==> src/rtl/vff_pkg.sv <==
package vff_pkg;
   typedef enum logic [1:0] {
      ST_IDLE  = 2'd0,
      ST_ISSUE = 2'd1,
      ST_WAIT  = 2'd2,
      ST_DONE  = 2'd3
   } seq_st_e;

   localparam logic MODE_LDST = 1'b0;
   localparam logic MODE_COND = 1'b1;
endpackage

==> src/rtl/vff_ctl_dec.sv <==
module vff_ctl_dec #(
   parameter int COND_W = 4,
   localparam int SEL_W = $clog2(COND_W)
) (
   input  logic [SEL_W:0]    ctl_i,
   output logic              en_o,
   output logic [COND_W-1:0] sel_oh_o
);
   if (COND_W < 2 || (1 << SEL_W) != COND_W) begin : g_bad_cond_w
      $error("COND_W must be a power of two, at least 2");
   end

   assign en_o = ctl_i[SEL_W];

   for (genvar g = 0; g < COND_W; g++) begin : g_sel
      assign sel_oh_o[g] = (ctl_i[SEL_W-1:0] == SEL_W'(g));
   end
endmodule

==> src/rtl/vff_term_eval.sv <==
module vff_term_eval #(
   parameter int COND_W = 4
) (
   input  logic              mode_i,
   input  logic              en_i,
   input  logic              rec_i,
   input  logic [COND_W-1:0] sel_oh_i,
   input  logic              idx_zero_i,
   input  logic              exc_i,
   input  logic [COND_W-1:0] cond_i,
   output logic              raise_o,
   output logic              trunc_o
);
   import vff_pkg::*;

   logic [COND_W-1:0] hit_vec;
   logic              cond_hit;
   logic              ldst_absorb;
   logic              cond_stop;

   for (genvar g = 0; g < COND_W; g++) begin : g_hit
      assign hit_vec[g] = cond_i[g] & sel_oh_i[g];
   end

   always_comb begin
      cond_hit    = |hit_vec;
      ldst_absorb = (mode_i == MODE_LDST) && en_i && !idx_zero_i && exc_i;
      cond_stop   = (mode_i == MODE_COND) && en_i && rec_i && cond_hit && !exc_i;
      raise_o     = exc_i && !ldst_absorb;
      trunc_o     = ldst_absorb || cond_stop;
   end


   always_comb begin
      raise_trunc_excl_chk: assert (!(raise_o && trunc_o))
         else $error("raise and truncate at once");
   end
endmodule

==> src/rtl/vff_idx_ctr.sv <==
module vff_idx_ctr #(
   parameter int VL_W = 7
) (
   input  logic            clk,
   input  logic            rst_n,
   input  logic            clr_i,
   input  logic            inc_i,
   input  logic [VL_W-1:0] lim_i,
   output logic [VL_W-1:0] idx_o,
   output logic            last_o,
   output logic            zero_o
);
   logic [VL_W-1:0] idx_q;

   always_ff @(posedge clk or negedge rst_n) begin
      if (!rst_n)     idx_q <= '0;
      else if (clr_i) idx_q <= '0;
      else if (inc_i) idx_q <= idx_q + VL_W'(1);
   end

   assign idx_o  = idx_q;
   assign zero_o = (idx_q == '0);
   assign last_o = (idx_q == lim_i - VL_W'(1));


   no_wrap_chk: assert property (@(posedge clk) disable iff (!rst_n)
      inc_i |-> (idx_q != '1))
      else $error("index counter wrapped");
endmodule

==> src/rtl/vff_elem_seq.sv <==
module vff_elem_seq #(
   parameter int VL_W   = 7,
   parameter int COND_W = 4,
   localparam int SEL_W = $clog2(COND_W),
   localparam int CTL_W = SEL_W + 1
) (
   input  logic              clk,
   input  logic              rst_n,
   input  logic              start_i,
   input  logic [VL_W-1:0]   vl_i,
   input  logic              mode_i,
   input  logic [CTL_W-1:0]  ffctl_i,
   input  logic              rec_i,
   output logic              elem_req_o,
   output logic [VL_W-1:0]   elem_idx_o,
   input  logic              st_valid_i,
   input  logic              st_exc_i,
   input  logic [COND_W-1:0] st_cond_i,
   output logic              exc_raise_o,
   output logic [VL_W-1:0]   vl_o,
   output logic              done_o
);
   import vff_pkg::*;

   if (VL_W < 1) begin : g_bad_vl_w
      $error("VL_W must be at least 1");
   end

   seq_st_e           st_q;
   logic [VL_W-1:0]   vl_q;
   logic [VL_W-1:0]   vl_out_q;
   logic              mode_q;
   logic [CTL_W-1:0]  ctl_q;
   logic              rec_q;
   logic              raise_q;

   logic              accept;
   logic              take_st;
   logic              en;
   logic [COND_W-1:0] sel_oh;
   logic              raise_c;
   logic              trunc_c;
   logic              last;
   logic              idx_zero;
   logic [VL_W-1:0]   idx;
   logic              advance;

   assign accept  = start_i && ((st_q == ST_IDLE) || (st_q == ST_DONE));
   assign take_st = (st_q == ST_WAIT) && st_valid_i;
   assign advance = take_st && !raise_c && !trunc_c && !last;

   vff_ctl_dec #(.COND_W(COND_W)) u_dec (
      .ctl_i   (ctl_q),
      .en_o    (en),
      .sel_oh_o(sel_oh)
   );

   vff_term_eval #(.COND_W(COND_W)) u_eval (
      .mode_i    (mode_q),
      .en_i      (en),
      .rec_i     (rec_q),
      .sel_oh_i  (sel_oh),
      .idx_zero_i(idx_zero),
      .exc_i     (st_exc_i),
      .cond_i    (st_cond_i),
      .raise_o   (raise_c),
      .trunc_o   (trunc_c)
   );

   vff_idx_ctr #(.VL_W(VL_W)) u_ctr (
      .clk   (clk),
      .rst_n (rst_n),
      .clr_i (accept),
      .inc_i (advance),
      .lim_i (vl_q),
      .idx_o (idx),
      .last_o(last),
      .zero_o(idx_zero)
   );

   always_ff @(posedge clk or negedge rst_n) begin
      if (!rst_n) begin
         st_q     <= ST_IDLE;
         vl_q     <= '0;
         vl_out_q <= '0;
         mode_q   <= MODE_LDST;
         ctl_q    <= '0;
         rec_q    <= 1'b0;
         raise_q  <= 1'b0;
      end else begin
         raise_q <= 1'b0;
         unique case (st_q)
            ST_IDLE, ST_DONE: begin
               if (start_i) begin
                  vl_q     <= vl_i;
                  vl_out_q <= vl_i;
                  mode_q   <= mode_i;
                  ctl_q    <= ffctl_i;
                  rec_q    <= rec_i;
                  st_q     <= (vl_i == '0) ? ST_DONE : ST_ISSUE;
               end
            end
            ST_ISSUE: st_q <= ST_WAIT;
            ST_WAIT: begin
               if (st_valid_i) begin
                  if (raise_c) begin
                     raise_q <= 1'b1;
                     st_q    <= ST_DONE;
                  end else if (trunc_c) begin
                     vl_out_q <= idx;
                     st_q     <= ST_DONE;
                  end else if (last) begin
                     st_q <= ST_DONE;
                  end else begin
                     st_q <= ST_ISSUE;
                  end
               end
            end
            default: st_q <= ST_IDLE;
         endcase
      end
   end

   assign elem_req_o  = (st_q == ST_ISSUE);
   assign elem_idx_o  = idx;
   assign done_o      = (st_q == ST_DONE);
   assign vl_o        = vl_out_q;
   assign exc_raise_o = raise_q;


   req_pulse_chk: assert property (@(posedge clk) disable iff (!rst_n)
      elem_req_o |=> !elem_req_o)
      else $error("issue strobe longer than one cycle");


   idx_in_range_chk: assert property (@(posedge clk) disable iff (!rst_n)
      elem_req_o |-> (elem_idx_o < vl_q))
      else $error("issued index beyond VL");


   done_hold_chk: assert property (@(posedge clk) disable iff (!rst_n)
      (done_o && !start_i) |=> (done_o && $stable(vl_o)))
      else $error("done or VL changed without start");


   raise_keeps_vl_chk: assert property (@(posedge clk) disable iff (!rst_n)
      exc_raise_o |-> (done_o && vl_o == vl_q))
      else $error("raise without done or with changed VL");


   first_fault_raise_chk: assert property (@(posedge clk) disable iff (!rst_n)
      (take_st && mode_q == MODE_LDST && elem_idx_o == '0 && st_exc_i) |=> exc_raise_o)
      else $error("element 0 fault not raised");


   vl_never_grows_chk: assert property (@(posedge clk) disable iff (!rst_n)
      done_o |-> (vl_o <= vl_q))
      else $error("final VL above start VL");
endmodule

==> config.mk <==
export PLATFORM = sky130hd
export DESIGN_NAME = vff_elem_seq
export DESIGN_NICKNAME = d
export VERILOG_FILES = /design/src/rtl/vff_pkg.sv /design/src/rtl/vff_ctl_dec.sv /design/src/rtl/vff_term_eval.sv /design/src/rtl/vff_idx_ctr.sv /design/src/rtl/vff_elem_seq.sv
export SDC_FILE = /design/constraint.sdc
export NUM_CORES = 1
export LEC_CHECK = 0
export ABC_AREA = 0
export BUFFER_PORTS_ARGS = -buffer_cell sky130_fd_sc_hd__buf_2
export CORE_MARGIN = 2
export CORE_UTILIZATION = 40
export DETAILED_ROUTE_END_ITERATION = 12
export GPL_TIMING_DRIVEN = 0
export PLACE_DENSITY = 0.62
export SYNTH_ARGS = -nofsm -noshare
export SYNTH_HDL_FRONTEND = slang
export SYNTH_SLANG_ARGS = --single-unit
==> constraint.sdc <==
create_clock -name clk -period 5.01 [get_ports clk]
set_input_delay 0.501 -clock clk [delete_from_list [all_inputs] [get_ports clk]]
set_output_delay 0.501 -clock clk [all_outputs]
set_load 0.005 [all_outputs]
Word-level counts from Yosys, hierarchy flattened --
Cells that the tools add are included.
Word-level totals: bits in registers 29, output and inout bits 17
Operators by class: muxes and demuxes 17, equal/unequal tests 11, bitwise gates (word level) 5, add/sub/neg operators 2, reductions and logical operators 32
Operators by type and width (count):
- 2-to-1 mux 7 bit | 6
- zero test 7 bit | 2
- one-hot mux 7 bit (2 select lines) | 1
- logical AND 1 bit | 13
- 2-to-1 mux 2 bit | 6
- == test 2 bit, second input constant | 4
- inequality test 2 bit, second input constant | 4
- adder 7 x 1 -> 7 bit, second input constant | 1
- == test 7 bit | 1
- subtractor 7 x 1 -> 7 bit, second input constant | 1
- zero test 1 bit | 6
- one-hot mux 2 bit (3 select lines) | 1
- AND reduction 5 bit | 1
- AND 1 bit | 4
- == test 2 x 1 -> 1 bit, second input constant | 2
- zero test 2 bit | 2
- AND reduction 2 bit | 2
- nonzero test 2 bit | 2
- OR reduction 4 bit | 1
- 2-to-1 mux 1 bit | 3
- logical OR 1 bit | 2
- OR reduction 2 bit | 1
- NOT 1 bit | 1

Depth between registers and ports, before layout --
depth after elaboration 12, depth in mapped cells 9, depth with buffers taken out 8

By module --
From an unflattened synthesis, not the netlist that was laid out.
Unflattened totals: cells, all modules 147, area total of the unflattened synthesis 1717.9 um^2
By module, submodules not included:
- vff_elem_seq | area each 1072.3 um^2, instances 1, cells an instance 76, seq. area each 550.5 um^2
- vff_idx_ctr | area each 558.0 um^2, instances 1, cells an instance 59, seq. area each 175.2 um^2
- vff_term_eval | area each 53.8 um^2, instances 1, cells an instance 7, seq. area each 0.0 um^2
- vff_ctl_dec | area each 33.8 um^2, instances 1, cells an instance 5, seq. area each 0.0 um^2

Worst setup path after synthesis --
Ideal clock, no wire load.
path type register -> register, start point reg vl_q[0], end point reg u_ctr.idx_q[3], in the netlist u_ctr.idx_o[3], data arrival time 2.146 ns, setup time 0.078 ns, clock period less this slack 2.224 ns, buffers on the path 1, data required time 4.932 ns, stages on the path, launching flop included 10, path slack 2.786 ns, cell sequence dfrtp_1 -> inv_1 -> ha_1 -> and2b_2 -> a32o_1 -> a221oi_2 -> o31ai_1 -> buf_6 -> or3_1 -> a21oi_1
Between the ends: word-level cells in the longest chain between the ends 5
RTL lines:
- from (decl) | line vff_elem_seq.sv:30 | logic [VL_W-1:0] vl_q;
- from (signal assigned) | line vff_elem_seq.sv:95 | vl_q <= vl_i;
- subtractor 7 x 1 -> 7 bit | line vff_idx_ctr.sv:23 | assign last_o = (idx_q == lim_i - VL_W'(1));
- == test 7 bit | line vff_idx_ctr.sv:23
- zero test 1 bit | line vff_elem_seq.sv:50 | assign advance = take_st && !raise_c && !trunc_c && !last;
- logical AND 1 bit | line vff_elem_seq.sv:50
- nonzero test 2 bit (no line)
- to (signal assigned) | line vff_idx_ctr.sv:18 | else if (inc_i) idx_q <= idx_q + VL_W'(1);
- to (decl) | line vff_idx_ctr.sv:13 | logic [VL_W-1:0] idx_q;
Every way passes these cells. A chain may end at the register's enable or synchronous reset.

Worst setup path in the final report --
start point reg u_ctr.idx_q[0], in the netlist u_ctr.idx_o[0], end point reg vl_out_q[0], in the netlist vl_o[0]
Between the ends: word-level cells in the longest chain between the ends 8, elaborated cells between the ends (all ways) 14, classes of those cells eq/ne (2); mux (4); reduce/logical (8)
RTL lines:
- zero test 7 bit | line vff_idx_ctr.sv:22 | assign zero_o = (idx_q == '0);
- zero test 1 bit | line vff_term_eval.sv:27 | ldst_absorb = (mode_i == MODE_LDST) && en_i && !idx_zero_i && exc_i;
- logical AND 1 bit (2 in a row) | line vff_term_eval.sv:27
- zero test 1 bit | line vff_term_eval.sv:29 | raise_o = exc_i && !ldst_absorb;
- logical AND 1 bit | line vff_term_eval.sv:29
- inequality test 2 bit (no line)
- AND reduction 5 bit (no line)
- to (signal assigned) | line vff_elem_seq.sv:96 | vl_out_q <= vl_i;
- to (signal assigned) | line vff_elem_seq.sv:110 | vl_out_q <= idx;
- to (decl) | line vff_elem_seq.sv:31 | logic [VL_W-1:0] vl_out_q;
Several ways; a longest one is shown, not always the timed one. The select of a mux whose other input is x is not followed.

==> metrics.cfg <==
[die]
start_util_pct = 42.50
dieHeight_um = 69.89
core_sq_um = 4086
io_pins = 38
row_count = 23
fp.dieW_um = 69.89
dieArea_sq_um = 4885

[cts]
numCtsBuffers = 5
cts_resized = 0
clkSinkCount = 29
path_clk_slew_ns = 0.07
cts_root_buffer = clkbuf_8
post_cts_buffers = 0
h-tree-depth = 2
cts.path.max_buffers = 2
clock_latency_ns = 0.28
cts-hold-fix-buffers = 0
cts_tree = done

[global_routing]
grt_max_degree = 30
grt-ovfl-total = 0
antenna_found_initial = 0
grt_pass1_wl_um = 6796
grt.total_usage_pct = 17.27
grt_pass1_vias = 1468

[synth]
yosysWarnings = 0
synthesis.area_sq_um = 1737
syn_nets = 208
synth_top_flop_cell = dfrtp_1
yosysSeqAreaShare_pct = 41.79
synth_most_common_cell = nand2_1
synth_cells = 180
synth_async_sr_flop_share_pct = 100.0
synth_top_area_share_pct = 41.79
synth_area_leaders = dfrtp_1, mux2_2, nand2_1, ha_1, o21ai_0
yosys.area.top_type = dfrtp_1
avgSynthCellArea_sq_um = 9.648
ys_types = 43
synth_edf_count = 0
netlist_top_cells_count = nand2_1, dfrtp_1, mux2_2, inv_1, o21ai_0
synth_seq_cells = 29

[sta]
max_freq_ghz = 0.4049
rsz0062_at_grt = false
fin_tns_setup_ns = 0
tightest_slew_ns = 0.6704
whs_ns = 0.2512
clock_skew_ns = 0.007331
period_share_pct = 49.29
hold_viol = 0
setup_violations = 0
slew_headroom_pct = 54.74
slew_viol_final = 0
layout_min_cycle_time_ns = 2.469

[outcome]
outcome = finished clean

[route]
drc = 0
wl_per_cell_um = 14.50
drtPass1Iterations = 4
vias_per_cell = 5.309
dr_total_vias = 1460
final_antenna_net_count = 0
routed_wl_um = 3988
drtIter0Drc = 81

[power_and_ir_drop]
switching_power_mw = 0.4632
total_power_mw = 1.195
ir_drop_mv = 0.2870
clock_power_share_pct = 18.0
leakagePower_nw = 1.011
seqPwrFrac_pct = 34.5
swShare_pct = 38.75
pwr-share-comb_pct = 47.5
power_density_nw_per_um2 = 573.0
p_int_mw = 0.7321

[critical_path]
required_ns = 5.17
reg2reg_depth = 8
rr_endpoint = vl_o[0]
crit_slowest_cell = a21oi_1
path_buf_inv = 1
reg2reg_slack_ns = 2.54
cp_max_fo = 7
critPathTopFamily = compound AO/OA/AOI/OAI gates
crit_path_start_kind = flip-flop
crit_type = flip-flop to flip-flop
timing.rr.start = u_ctr.idx_o[0]
cp_data_arrival_time_ns = 2.63
max_stage_delay_ns = 0.56
cp-end-kind = flip-flop
path_cells = inv_1 > ha_1 > or4b_2 > nor3_1 > o21ai_0 > nand3b_1 > a21oi_1 > mux2_2

[finish]
diodes = 0
final_nets = 252
multi_input_area_sq_um = 930.9
syn2layout_area_growth_pct = 20.10
finalNonFillerCells = 275
drive_gt1_share_pct = 30.22
regArea_sq_um = 725.7
fillerInstances = 410

[placed_design]
portBuffers = 37
gp_congestion = 0.7992
dp.final_hpwl_um = 2956
dp.cells = 267

[run]
cap_viol_max_count = 0

[worst_hold_path]
min-delay-path-class = input port to asynchronous set/reset pin

through the flow:
stage / utilization (%) / instance area [sq um] / setup slack (ns)
2_1_floorplan: - / 1737 / 2.786
3_3_place_gp: 48.56 / 1984 / 2.539
3_5_place_dp: 48.56 / 1984 / 2.539
4_1_cts: 51.04 / 2086 / 2.517
5_1_grt: 51.04 / 2086 / 2.361
6_report: 51.04 / 2086 / 2.541
logic make-up after synthesis:
kind of cell | after synthesis | share of synthesized area (%)
simple gates | 71 | 19.67
compound gates | 31 | 12.10
buf+inv | 18 | 4.611
mux | 16 | 11.17
fa+ha+maj | 7 | 5.043
flops | 29 | 41.79
xor+xnor | 8 | 5.619
area by class of cell:
| cell class | instances | area share [%] |
|---|---|---|
| Inverter | 11 | 1.980 |
| Multi-Input combinational cell | 133 | 44.63 |
| Buffer | 7 | 1.860 |
| Sequential cell | 29 | 34.79 |
| Clock inverter | 1 | 0.2400 |
| Tap cell | 50 | 2.999 |
| Timing Repair Buffer | 37 | 8.878 |
| Clock buffer | 7 | 4.619 |
power by group through the flow:
stage	clock network (mW)	logic (mW)	registers [mW]
global route	0.230	0.644	0.424
CTS	0.221	0.574	0.411
floorplan	0	0.429	0.400
finish	0.215	0.568	0.412
detailed placement	0	0.570	0.415
global placement	0	0.564	0.414
flip-flops by register name (all words and copies together) (netlist names):
register and cells:
st_q 2, vl_o 7, exc_raise_o 1, vl_q 7, rec_q 1, u_ctr.idx_o 7
ctl_q 3, mode_q 1
worst max-delay path by stage:
stage | end | startpoint | slack [ns] | cells past startpoint
floorplan | u_ctr.idx_o[3] | vl_q[0] | 2.79 | 9
global placement | vl_o[5] | u_ctr.idx_o[0] | 2.54 | 8
detailed placement | vl_o[0] | u_ctr.idx_o[0] | 2.54 | 8
CTS | vl_o[0] | u_ctr.idx_o[0] | 2.52 | 8
global route | u_ctr.idx_o[2] | vl_q[0] | 2.36 | 9
finish | vl_o[0] | u_ctr.idx_o[0] | 2.54 | 8
routing by layer:
layer / GRT usage, % / share of wire [%] / up-vias / wire (um)
met2: 26.98 / 46 / 34 / 1844
met3: 4.618 / 4.7 / 4 / 188
met5: 0 / 0 / - / 0
met4: 5.556 / 0.73 / 0 / 29
met1: 23.37 / 48 / 705 / 1924
li1: - / - / 717 / -
worst reg2reg max path: stages, from the launching register on:
cell      delay [ns]
dfrtp_1         0.48
inv_1           0.11
ha_1            0.20
or4b_2          0.19
nor3_1          0.04
o21ai_0         0.24
nand3b_1        0.11
a21oi_1         0.56
mux2_2          0.41
cells in the final DEF (no fill, tap or decap), drive strengths merged, types with 2 or more instances in the layout:
master / synthesis / routed
a221oi: 2 / 2
clkbuf: 4 / 11
nor2: 5 / 5
a311oi: 2 / 2
nor3: 4 / 4
xor2: 2 / 2
nand2b: 3 / 3
inv: 11 / 11
xnor2: 4 / 4
nand4: 2 / 2
ha: 7 / 7
nor4: 3 / 3
and2: 2 / 2
mux2: 14 / 14
buf: 3 / 40
dfrtp: 29 / 29
xnor3: 2 / 2
or3: 4 / 4
nand2: 39 / 39
a32o: 2 / 2
a21oi: 6 / 6
and2b: 2 / 2
o21ai: 11 / 11
Power figures use the tool's default switching activity.
